<file path="config.mk">
export PLATFORM = sky130hd
export DESIGN_NAME = ll_resv_unit
export DESIGN_NICKNAME = d
export VERILOG_FILES = /design/src/rtl/llr_pkg.sv /design/src/rtl/llr_decode.sv /design/src/rtl/llr_ctrl.sv /design/src/rtl/llr_link.sv /design/src/rtl/ll_resv_unit.sv
export SDC_FILE = /design/constraint.sdc
export NUM_CORES = 1
export LEC_CHECK = 0
export BUFFER_PORTS_ARGS = -buffer_cell sky130_fd_sc_hd__buf_2
export CORE_AREA = 2 2 174 176
export DETAILED_ROUTE_END_ITERATION = 12
export DIE_AREA = 0 0 176 178
export PLACE_DENSITY = 0.6
export SYNTH_ARGS = -nofsm -noshare
export SYNTH_HDL_FRONTEND = slang
export SYNTH_SLANG_ARGS = --single-unit
export TNS_END_PERCENT = 30
</file>
<file path="constraint.sdc">
create_clock -name clk -period 7.3 [get_ports clk]
set_input_delay 1.46 -clock clk [delete_from_list [all_inputs] [get_ports clk]]
set_output_delay 1.46 -clock clk [all_outputs]
set_load 0.05 [all_outputs]
</file>
<file path="src/rtl/llr_pkg.sv">
package llr_pkg;
    typedef enum logic [1:0] {
        S_IDLE = 2'd0,
        S_REQ  = 2'd1,
        S_RSP  = 2'd2
    } llr_state_e;

    typedef enum logic [1:0] {
        EXC_NONE  = 2'd0,
        EXC_RSVD  = 2'd1,
        EXC_ALIGN = 2'd2,
        EXC_XLATE = 2'd3
    } llr_exc_e;

    localparam logic [5:0] OPC_LEGACY = 6'b110100;
    localparam logic [5:0] OPC_SPEC3  = 6'b011111;
    localparam logic [5:0] FN_LINKED  = 6'b110111;
endpackage

</file>
<file path="src/rtl/llr_decode.sv">
module llr_decode
    import llr_pkg::*;
#(
    parameter int XLEN     = 64,
    parameter int RIDX     = 5,
    parameter int ALIGN_LG = 3
) (
    input  logic [31:0]     insn,
    input  logic            new_enc,
    input  logic [XLEN-1:0] base_val,
    input  logic            xlate_fault,
    output logic [RIDX-1:0] base_idx,
    output logic [RIDX-1:0] dst_idx,
    output logic [XLEN-1:0] ea,
    output logic            go,
    output llr_exc_e        exc
);
    localparam int LONG_W  = 16;
    localparam int SHORT_W = 9;

    logic [XLEN-1:0] disp;
    logic            matched;
    logic            reserved;
    logic            misalign;

    assign base_idx = RIDX'(insn[25:21]);
    assign dst_idx  = RIDX'(insn[20:16]);

    always_comb begin
        disp     = '0;
        matched  = 1'b0;
        reserved = 1'b0;
        if (new_enc) begin
            if (insn[31:26] == OPC_SPEC3 && insn[5:0] == FN_LINKED) begin
                if (insn[6]) begin
                    reserved = 1'b1;
                end else begin
                    matched = 1'b1;
                    disp    = {{(XLEN-SHORT_W){insn[15]}}, insn[15:7]};
                end
            end else if (insn[31:26] == OPC_LEGACY) begin
                reserved = 1'b1;
            end
        end else if (insn[31:26] == OPC_LEGACY) begin
            matched = 1'b1;
            disp    = {{(XLEN-LONG_W){insn[15]}}, insn[15:0]};
        end
    end

    assign ea       = base_val + disp;
    assign misalign = |ea[ALIGN_LG-1:0];

    always_comb begin
        if (reserved)
            exc = EXC_RSVD;
        else if (matched && misalign)
            exc = EXC_ALIGN;
        else if (matched && xlate_fault)
            exc = EXC_XLATE;
        else
            exc = EXC_NONE;
    end

    assign go = matched && !misalign && !xlate_fault;
endmodule

</file>
<file path="src/rtl/llr_ctrl.sv">
module llr_ctrl
    import llr_pkg::*;
#(
    parameter int XLEN     = 64,
    parameter int RIDX     = 5,
    parameter int ALIGN_LG = 3
) (
    input  logic            clk,
    input  logic            rst_n,
    input  logic            issue_valid,
    input  logic            go,
    input  logic [XLEN-1:0] ea,
    input  logic [RIDX-1:0] dst_idx,
    output logic            issue_ready,
    output logic            mem_req_valid,
    input  logic            mem_req_ready,
    output logic [XLEN-1:0] mem_req_addr,
    input  logic            mem_rsp_valid,
    output logic            mem_rsp_ready,
    output logic            rsp_take,
    output logic [RIDX-1:0] dst_q
);
    llr_state_e      state_q, state_d;
    logic [XLEN-1:0] addr_q;

    always_ff @(posedge clk) begin
        if (!rst_n)
            state_q <= S_IDLE;
        else
            state_q <= state_d;
    end

    always_ff @(posedge clk) begin
        if (!rst_n) begin
            addr_q <= '0;
            dst_q  <= '0;
        end else if (state_q == S_IDLE && issue_valid && go) begin
            addr_q <= ea;
            dst_q  <= dst_idx;
        end
    end

    always_comb begin
        state_d = state_q;
        unique case (state_q)
            S_IDLE:  if (issue_valid && go) state_d = S_REQ;
            S_REQ:   if (mem_req_ready)     state_d = S_RSP;
            S_RSP:   if (mem_rsp_valid)     state_d = S_IDLE;
            default: state_d = S_IDLE;
        endcase
    end

    always_comb begin
        issue_ready   = 1'b0;
        mem_req_valid = 1'b0;
        mem_rsp_ready = 1'b0;
        rsp_take      = 1'b0;
        unique case (state_q)
            S_IDLE: issue_ready = 1'b1;
            S_REQ:  mem_req_valid = 1'b1;
            S_RSP: begin
                mem_rsp_ready = 1'b1;
                rsp_take      = mem_rsp_valid;
            end
            default: issue_ready = 1'b0;
        endcase
    end

    assign mem_req_addr = addr_q;

    p_req_hold_r7: assert property (@(posedge clk) disable iff (!rst_n)
        (mem_req_valid && !mem_req_ready) |=> (mem_req_valid && $stable(mem_req_addr)));

    p_req_drop_r7: assert property (@(posedge clk) disable iff (!rst_n)
        (mem_req_valid && mem_req_ready) |=> !mem_req_valid);

    p_req_aligned_r4: assert property (@(posedge clk) disable iff (!rst_n)
        mem_req_valid |-> (mem_req_addr[ALIGN_LG-1:0] == '0));

    p_busy_r13: assert property (@(posedge clk) disable iff (!rst_n)
        (issue_ready && issue_valid && go) |=> !issue_ready);
endmodule

</file>
<file path="src/rtl/llr_link.sv">
module llr_link #(
    parameter int XLEN     = 64,
    parameter int ALIGN_LG = 3
) (
    input  logic            clk,
    input  logic            rst_n,
    input  logic            set,
    input  logic [XLEN-1:0] set_addr,
    input  logic            snoop_valid,
    input  logic            snoop_is_store,
    input  logic [XLEN-1:0] snoop_addr,
    input  logic            sc_clear,
    output logic            link_bit,
    output logic [XLEN-1:0] link_addr
);
    logic [XLEN-1:0] diff;
    logic            same_blk;
    logic            kill;

    assign diff     = snoop_addr ^ link_addr;
    assign same_blk = ~|(diff >> ALIGN_LG);
    assign kill     = (snoop_valid && snoop_is_store && same_blk) || sc_clear;

    always_ff @(posedge clk) begin
        if (!rst_n) begin
            link_bit  <= 1'b0;
            link_addr <= '0;
        end else if (set) begin
            link_bit  <= 1'b1;
            link_addr <= set_addr;
        end else if (kill) begin
            link_bit  <= 1'b0;
        end
    end

    p_set_wins_r11: assert property (@(posedge clk) disable iff (!rst_n)
        set |=> (link_bit && link_addr == $past(set_addr)));

    p_clear_r11: assert property (@(posedge clk) disable iff (!rst_n)
        (sc_clear && !set) |=> !link_bit);

    p_hold_r12: assert property (@(posedge clk) disable iff (!rst_n)
        (link_bit && !set && !sc_clear && !(snoop_valid && snoop_is_store)) |=> link_bit);

    p_load_keeps_r10: assert property (@(posedge clk) disable iff (!rst_n)
        (link_bit && snoop_valid && !snoop_is_store && !sc_clear) |=> link_bit);
endmodule

</file>
<file path="src/rtl/ll_resv_unit.sv">
module ll_resv_unit
    import llr_pkg::*;
#(
    parameter int XLEN     = 64,
    parameter int RIDX     = 5,
    parameter int ALIGN_LG = 3
) (
    input  logic            clk,
    input  logic            rst_n,
    input  logic            new_enc,
    input  logic            issue_valid,
    output logic            issue_ready,
    input  logic [31:0]     issue_insn,
    output logic [RIDX-1:0] rs_idx,
    input  logic [XLEN-1:0] base_val,
    input  logic            xlate_fault,
    output logic            exc_valid,
    output logic [1:0]      exc_code,
    output logic            mem_req_valid,
    input  logic            mem_req_ready,
    output logic [XLEN-1:0] mem_req_addr,
    input  logic            mem_rsp_valid,
    output logic            mem_rsp_ready,
    input  logic [XLEN-1:0] mem_rsp_data,
    output logic            rf_we,
    output logic [RIDX-1:0] rf_waddr,
    output logic [XLEN-1:0] rf_wdata,
    input  logic            snoop_valid,
    input  logic            snoop_is_store,
    input  logic [XLEN-1:0] snoop_addr,
    input  logic            sc_clear,
    output logic            link_bit,
    output logic [XLEN-1:0] link_addr
);
    logic [RIDX-1:0] dst_idx;
    logic [RIDX-1:0] dst_q;
    logic [XLEN-1:0] ea;
    logic            go;
    logic            rsp_take;
    llr_exc_e        exc;

    llr_decode #(.XLEN(XLEN), .RIDX(RIDX), .ALIGN_LG(ALIGN_LG)) u_dec (
        .insn        (issue_insn),
        .new_enc     (new_enc),
        .base_val    (base_val),
        .xlate_fault (xlate_fault),
        .base_idx    (rs_idx),
        .dst_idx     (dst_idx),
        .ea          (ea),
        .go          (go),
        .exc         (exc)
    );

    llr_ctrl #(.XLEN(XLEN), .RIDX(RIDX), .ALIGN_LG(ALIGN_LG)) u_ctrl (
        .clk           (clk),
        .rst_n         (rst_n),
        .issue_valid   (issue_valid),
        .go            (go),
        .ea            (ea),
        .dst_idx       (dst_idx),
        .issue_ready   (issue_ready),
        .mem_req_valid (mem_req_valid),
        .mem_req_ready (mem_req_ready),
        .mem_req_addr  (mem_req_addr),
        .mem_rsp_valid (mem_rsp_valid),
        .mem_rsp_ready (mem_rsp_ready),
        .rsp_take      (rsp_take),
        .dst_q         (dst_q)
    );

    llr_link #(.XLEN(XLEN), .ALIGN_LG(ALIGN_LG)) u_link (
        .clk            (clk),
        .rst_n          (rst_n),
        .set            (rsp_take),
        .set_addr       (mem_req_addr),
        .snoop_valid    (snoop_valid),
        .snoop_is_store (snoop_is_store),
        .snoop_addr     (snoop_addr),
        .sc_clear       (sc_clear),
        .link_bit       (link_bit),
        .link_addr      (link_addr)
    );

    assign exc_valid = issue_ready && issue_valid && (exc != EXC_NONE);
    assign exc_code  = exc_valid ? exc : EXC_NONE;
    assign rf_we     = rsp_take;
    assign rf_waddr  = dst_q;
    assign rf_wdata  = mem_rsp_data;

    p_exc_noreq_r4: assert property (@(posedge clk) disable iff (!rst_n)
        exc_valid |=> !mem_req_valid);

    p_exc_keeps_link_r5: assert property (@(posedge clk) disable iff (!rst_n)
        (exc_valid && !sc_clear && !(snoop_valid && snoop_is_store))
            |=> ($stable(link_bit) && $stable(link_addr)));

    p_write_sets_r8: assert property (@(posedge clk) disable iff (!rst_n)
        rf_we |=> (link_bit && link_addr == $past(mem_req_addr)));
endmodule

</file>
Word level (Yosys, flattened, before mapping)
Cells that the tools add are included.
{ "classes": {"mux": 25, "add_sub_neg": 1, "bitwise_logic": 1, "reduce_logical": 22, "eq_ne": 8} }
{ "ops": {"columns": ["op", "count"], "rows": [
  ["$mux 64", 4],
  ["$add 64x64->64", 1],
  ["$xor 64x64->64", 1],
  ["$reduce_or 61->1", 1],
  ["$mux 2", 7],
  ["$mux 1", 13],
  ["$eq 6x6->1 const B", 2],
  ["$logic_and 1x1->1", 12],
  ["$eq 6x5->1 const B", 1],
  ["$ne 2x2->1 const B", 3],
  ["$pmux 2 s3", 1],
  ["$reduce_bool 2->1", 2],
  ["$logic_not 1->1", 3],
  ["$reduce_and 3->1", 1],
  ["$reduce_or 3->1", 1],
  ["$eq 2x1->1 const B", 1],
  ["$eq 2x2->1 const B", 1],
  ["$logic_not 2->1", 1],
  ["$logic_or 1x1->1", 1]
]} }
{ "totals": {"input_bits": 234, "reg_bits": 136, "elab_cells": 62} }

Logic depth before layout (Yosys ltp)
{ "logic_depth": {"ltp_word": 12, "ltp_mapped": 15, "mapped_depth_nobuf": 15} }

Modules after synthesis
From an unflattened synthesis, not the netlist that was laid out.
{ "hier_totals": {"cells_unflattened": 1309, "area_unflattened_um2": 10821.6} }
{ "by_module_without_submodules": {"columns": ["module", "instances", "cells_per_inst", "area_each_um2"], "rows": [
  ["llr_decode", 1, 623, 4311.6],
  ["llr_link", 1, 307, 3148.0],
  ["llr_ctrl", 1, 312, 2857.7],
  ["ll_resv_unit", 1, 67, 504.2]
]} }

Worst setup path after synthesis
OpenSTA, ideal clock, no wires.
{ "synth_path": {"path_kind": "input port to flip-flop", "startpoint": "input port issue_insn[3]", "endpoint": "register u_ctrl.addr_q[63] (netlist: u_ctrl.mem_req_addr[63])", "setup_ns": 0.117, "t_arrival_ns": 6.681, "path_slack_ns": 0.503, "cell_stages": 14, "required_ns": 7.183, "cell_sequence": "nand4b_1 > nor4_2 > mux2i_4 > nor2b_1 > ha_1 > and3_1 > a221oi_1 > o21ai_0 > a221oi_1 > o31ai_2 > a211oi_2 > o41ai_2 > xnor2_1 > a22o_1"} }
{ "synth_via": {"elab_chain_cells": 10, "word_cells_on_any_way": 13, "cone_classes": "1 x add/sub; 1 x eq/ne; 5 x mux; 6 x reduce/logical"} }
{ "synth_lines": {"columns": ["item", "line_no", "text"], "rows": [
  ["from (decl)", "ll_resv_unit.sv:13", "input logic [31:0] issue_insn,"],
  ["$eq 6x6->1", "llr_decode.sv:34", "if (insn[31:26] == OPC_SPEC3 && insn[5:0] == FN_LINKED) begin"],
  ["$logic_and 1x1->1", "llr_decode.sv:34", null],
  ["$mux 64", "llr_decode.sv:34", null],
  ["$mux 64", "llr_decode.sv:33", "if (new_enc) begin"],
  ["$add 64x64->64", "llr_decode.sv:50", "assign ea = base_val + disp;"],
  ["$reduce_or 3->1", "llr_decode.sv:51", "assign misalign = |ea[ALIGN_LG-1:0];"],
  ["$logic_not 1->1", "llr_decode.sv:64", "assign go = matched && !misalign && !xlate_fault;"],
  ["$logic_and 1x1->1 (2 in a row)", "llr_decode.sv:64", null],
  ["$logic_and 1x1->1", "llr_ctrl.sv:37", "end else if (state_q == S_IDLE && issue_valid && go) begin"],
  ["to (signal assigned)", "llr_ctrl.sv:35", "addr_q <= '0;"],
  ["to (signal assigned)", "llr_ctrl.sv:38", "addr_q <= ea;"],
  ["to (decl)", "llr_ctrl.sv:24", "logic [XLEN-1:0] addr_q;"]
]} }
Parallel ways exist; a longest one is shown, timed or not.
A chain may end at the register's enable or synchronous reset.

Worst setup path in the final report
{ "layout_path": {"startpoint": "input port issue_insn[3]", "endpoint": "output port exc_valid"} }
{ "layout_via": {"elab_chain_cells": 11, "word_cells_on_any_way": 17, "cone_classes": "1 x add/sub; 1 x eq/ne; 9 x mux; 6 x reduce/logical"} }
{ "layout_lines": {"columns": ["item", "line_no", "text"], "rows": [
  ["$eq 6x6->1", "llr_decode.sv:34", null],
  ["$logic_and 1x1->1", "llr_decode.sv:34", null],
  ["$mux 64", "llr_decode.sv:34", null],
  ["$mux 64", "llr_decode.sv:33", null],
  ["$add 64x64->64", "llr_decode.sv:50", null],
  ["net ea[1]", "ll_resv_unit.sv:37", "logic [XLEN-1:0] ea;"],
  ["$reduce_or 3->1", "llr_decode.sv:51", null],
  ["$logic_and 1x1->1", "llr_decode.sv:56", "else if (matched && misalign)"],
  ["$mux 2", "llr_decode.sv:56", null],
  ["$mux 2", "llr_decode.sv:54", "if (reserved)"],
  ["$reduce_bool 2->1", "ll_resv_unit.sv:84", "assign exc_valid = issue_ready && issue_valid && (exc != EXC_NONE);"],
  ["$logic_and 1x1->1", "ll_resv_unit.sv:84", null],
  ["to (decl)", "ll_resv_unit.sv:17", "output logic exc_valid,"]
]} }
The timed path passes the listed nets, and every way through them passes these cells.

==> summary.md <==
In the synthesized netlist the dominant register cell turns out to be dfxtp_1. In the post-synthesis netlist, the biggest area contributors are dfxtp_1, nand2_1, a21oi_1. The final-layout fill cell count came out at 3136. Once layout is complete, the cells apart from fillers number 1927. The fraction of the core area covered by cells at the end of the flow was 0.4042; the number of flops mapped to enable cells by yosys was 0. The commonest cells after synthesis are nand2_1, a21oi_1, dfxtp_1.

The wire-length estimate of the detail-placed layout is 30450 µm. Setup repair after global routing left no endpoint under its margin. Summing every instance area after synthesis gives 10020 µm². The run gives 1.185 ns as the worst setup timing slack at the placement stage.

The flow ran to the end, and the final reports show no timing, DRC or antenna violations. Effective utilization at floorplan: 0.3408. Setup violations remaining at the end of the flow were counted as 0.

Summed over all nets, the switching power comes to 0.5110 mW. The logic depth of the worst register-to-register path was 7; the total clock buffers created by CTS was 17. The clock network power share was 0.466. The die covers 31330 µm². Power comes to 1.828 mW. The buffers inserted during post-CTS setup optimization is 0. For this run the aggregate overflow at the end of global routing stands at 0. The worst register-to-register path begins at u_ctrl.state_q[1].

The synthesized design contains 136 register bits. The clock passes through at most 2 buffers. The path type of the worst min-delay path is reg -> reg. The port buffer count is 302, and the latest clock arrival within the worst-skew pair is 0.42 ns.

Area fraction of the dominant cell type after synthesis: 0.2717. Across all setup checks in the final design, the least slack found is 1.348 ns. Along the worst path, the maximum fanout reaches 10. The worst hold path passes through 2 cells. Wires add up to 37950 µm. In this run the remaining antenna-violating nets after routing total 0. Counting every net in the synthesized netlist gives 1634.

Count of inserted antenna diode cells: 0. The number of antenna violations at the first check in global routing is 1. In this run, post-CTS hold repair placed 0 buffers. The clock arrives with 0.009070 ns of skew. The clock tree synthesis step divided the H-tree into 4 levels.

The fraction of layout cells with a size suffix above 1 was 0.2427; the unique cell type count in the Yosys netlist was 77. The tools report the number of cells upsized or downsized after cts as 0. After detailed placement, the design holds a cell count of 1895. Summing over every cut layer, the via total after detailed routing is 10187. Each instance of the synthesized netlist takes up on average 7.501 µm². Max-cap violations in this run came to 0. The total number of nets in the final design is 1822.

The worst setup path is launched from an input port. At the worst endpoint, the arrival time is 4.49 ns. The path with the worst hold slack has its endpoint at u_link.link_addr[1]. For the all-layer global routing usage, the log shows 0.2329. TritonCTS built the clock tree. The final period utilization came out at 0.8153.

The register share of total power is 0.406, and the reg2reg setup slack is 4.37 ns. Cell internal power was estimated by the tool at 1.317 mW. The run gives 0.128 as the share of power burned in combinational logic. The tools report the CTS root buffer as clkbuf_16.

At the end of routability-driven placement, the weighted congestion stood at 0.9196. The maximum ir drop on the vdd rail was 0.1023 mV; the chip height was 178 µm. Entering global routing, the biggest net connects 78 pins.

The startpoint of the most critical hold path is u_link.link_addr[1]. The clock-pin slew on the worst setup and hold paths was 0.07 ns. The most common cell in the synthesized netlist is nand2_1.

The core footprint was 29400 µm²; the count of final max-slew check failures was 0. Summed over all cells, the static leakage comes to 5.462 nW. For this design the ratio of total power to cell area is 153.8 nW/µm². The switching share of power is 0.2796, and the via count of the first global-routing pass is 9455. The die is 176 µm wide. In the synthesized netlist, the number of instances is 1336. The run gives 694 as the initial detailed-routing violation count.

The highest achievable clock rate was 0.1680 GHz. The setup path with the least slack is of type in -> out. For the count of warnings emitted by yosys, the log shows 0. The endpoint class of the critical path is a primary output. After detailed routing, the average wire length per cell comes to 19.69 µm. The number of remaining DRC errors is 0.

The total negative slack for setup checks is 0 ns. For the number of endpoints with negative hold slack in the final report, the log shows 0. During I/O placement, the number of pins put on the boundary was 444. Number of cell rows: 63.

The smallest clock period supported by the final layout is computed as 5.952 ns. The headroom to the max-slew limit was 0.3599. Of all cell types, the one taking the most synthesized area is dfxtp_1. The fraction of the yosys area taken by sequential cells came out at 0.2717. For the worst setup path, the data required time is 5.84 ns.

In the routed layout, each cell is associated on average with a via count of 5.286. The number of sinks handled by clock tree synthesis is 136. The worst register-to-register path ends at u_ctrl.mem_req_addr[31]. The share of async-settable or async-resettable flops after synthesis is 0, and the wire length of the first global-routing pass is 55510 µm.

Before antenna repair, the detailed router went through 5 iterations. For the pin with the worst max-slew slack, the measured transition is 0.9566 ns. The area overhead of the layout relative to synthesis was 18.59%.
## power groups by stage
stage               clock, mW  combinational, mW  sequential (mW)
floorplan                   0              0.233            0.759
global placement            0              0.230            0.759
detailed placement          0              0.230            0.759
CTS                     0.869              0.232            0.742
global route            0.903              0.254            0.742
finish                  0.853              0.233            0.742
## worst max-delay path: stages
cell	delay (ns)
buf_2	0.10
nand4b_1	0.20
nor4_2	0.51
mux2i_4	0.23
nor2_1	0.20
ha_1	0.24
fa_1	0.45
or3_1	0.43
nor2_1	0.12
nor2_1	0.06
or2_2	0.27
buf_2	0.22
## sequential cells by signal (all words and copies together), names as in the netlist
signal / flops
u_ctrl.mem_req_addr: 64
u_link.link_addr: 64
u_link.link_bit: 1
u_ctrl.dst_q: 5
u_ctrl.state_q: 2
## worst max-delay path by stage
stage,from,end,depth (start not counted),slack [ns]
2_1_floorplan,issue_insn[3],u_ctrl.mem_req_addr[63],14,0.50
3_3_place_gp,issue_insn[3],u_ctrl.mem_req_addr[59],15,1.25
3_5_place_dp,issue_insn[3],u_ctrl.mem_req_addr[59],15,1.19
4_1_cts,issue_insn[3],exc_valid,12,1.36
5_1_grt,issue_insn[3],exc_valid,12,1.18
6_report,issue_insn[3],exc_valid,12,1.35
## cell type report
| cell class | count | area [µm²] | share of cell area |
|---|---|---|---|
| Sequential cell | 136 | 2723 | 0.2291 |
| Multi-Input combinational cell | 1029 | 6401 | 0.5386 |
| Clock buffer | 17 | 425.4 | 0.03580 |
| Clock inverter | 15 | 157.7 | 0.01327 |
| Tap cell | 390 | 488.0 | 0.04106 |
| Inverter | 29 | 110.1 | 0.009265 |
| Timing Repair Buffer | 311 | 1579 | 0.1329 |
## metal layers
metal	vias up	part of all wire	GRT usage	wire, µm
li1	5062	-	-	-
met1	4725	0.46	0.3169	17610
met2	346	0.45	0.3706	17250
met3	52	0.053	0.04092	2023
met4	2	0.028	0.08368	1052
met5	-	0.00029	0	11
## cell usage in the layout (no fill, tap or decap), drive strengths merged, types with 5 or more instances in the layout
cell type  count
o21ai         57
mux2i         15
o21a          10
a21o          38
a21oi        184
nor3          13
clkbuf        17
nand2        256
nand4         34
ha            63
dfxtp        136
and3           9
o211ai         9
or3            7
xnor2         49
nor2b          7
a31oi         11
a211oi         6
and4           5
clkinv         6
nand3         22
o21bai        13
xor2          55
nor4          18
nor2          64
o31ai          9
inv           37
buf          311
## cell families after synthesis
logic type / Yosys count / share of synthesized area
AO/OA/AOI/OAI: 390 / 0.2415
flip-flops: 136 / 0.2717
multiplexers: 16 / 0.01735
XOR/XNOR: 104 / 0.09090
adder cells (fa/ha/maj): 64 / 0.08066
buffers and inverters: 171 / 0.09127
AND/OR/NAND/NOR: 455 / 0.2066
## metrics by stage
stage,hold slack (ns),instance area [µm²]
finish,0.4503,11880
global route,0.4673,11880
CTS,0.4534,11880
detailed placement,0.4445,11300
global placement,0.4403,11300
floorplan,0.6746,10020
Power figures use the tool's default switching activity.
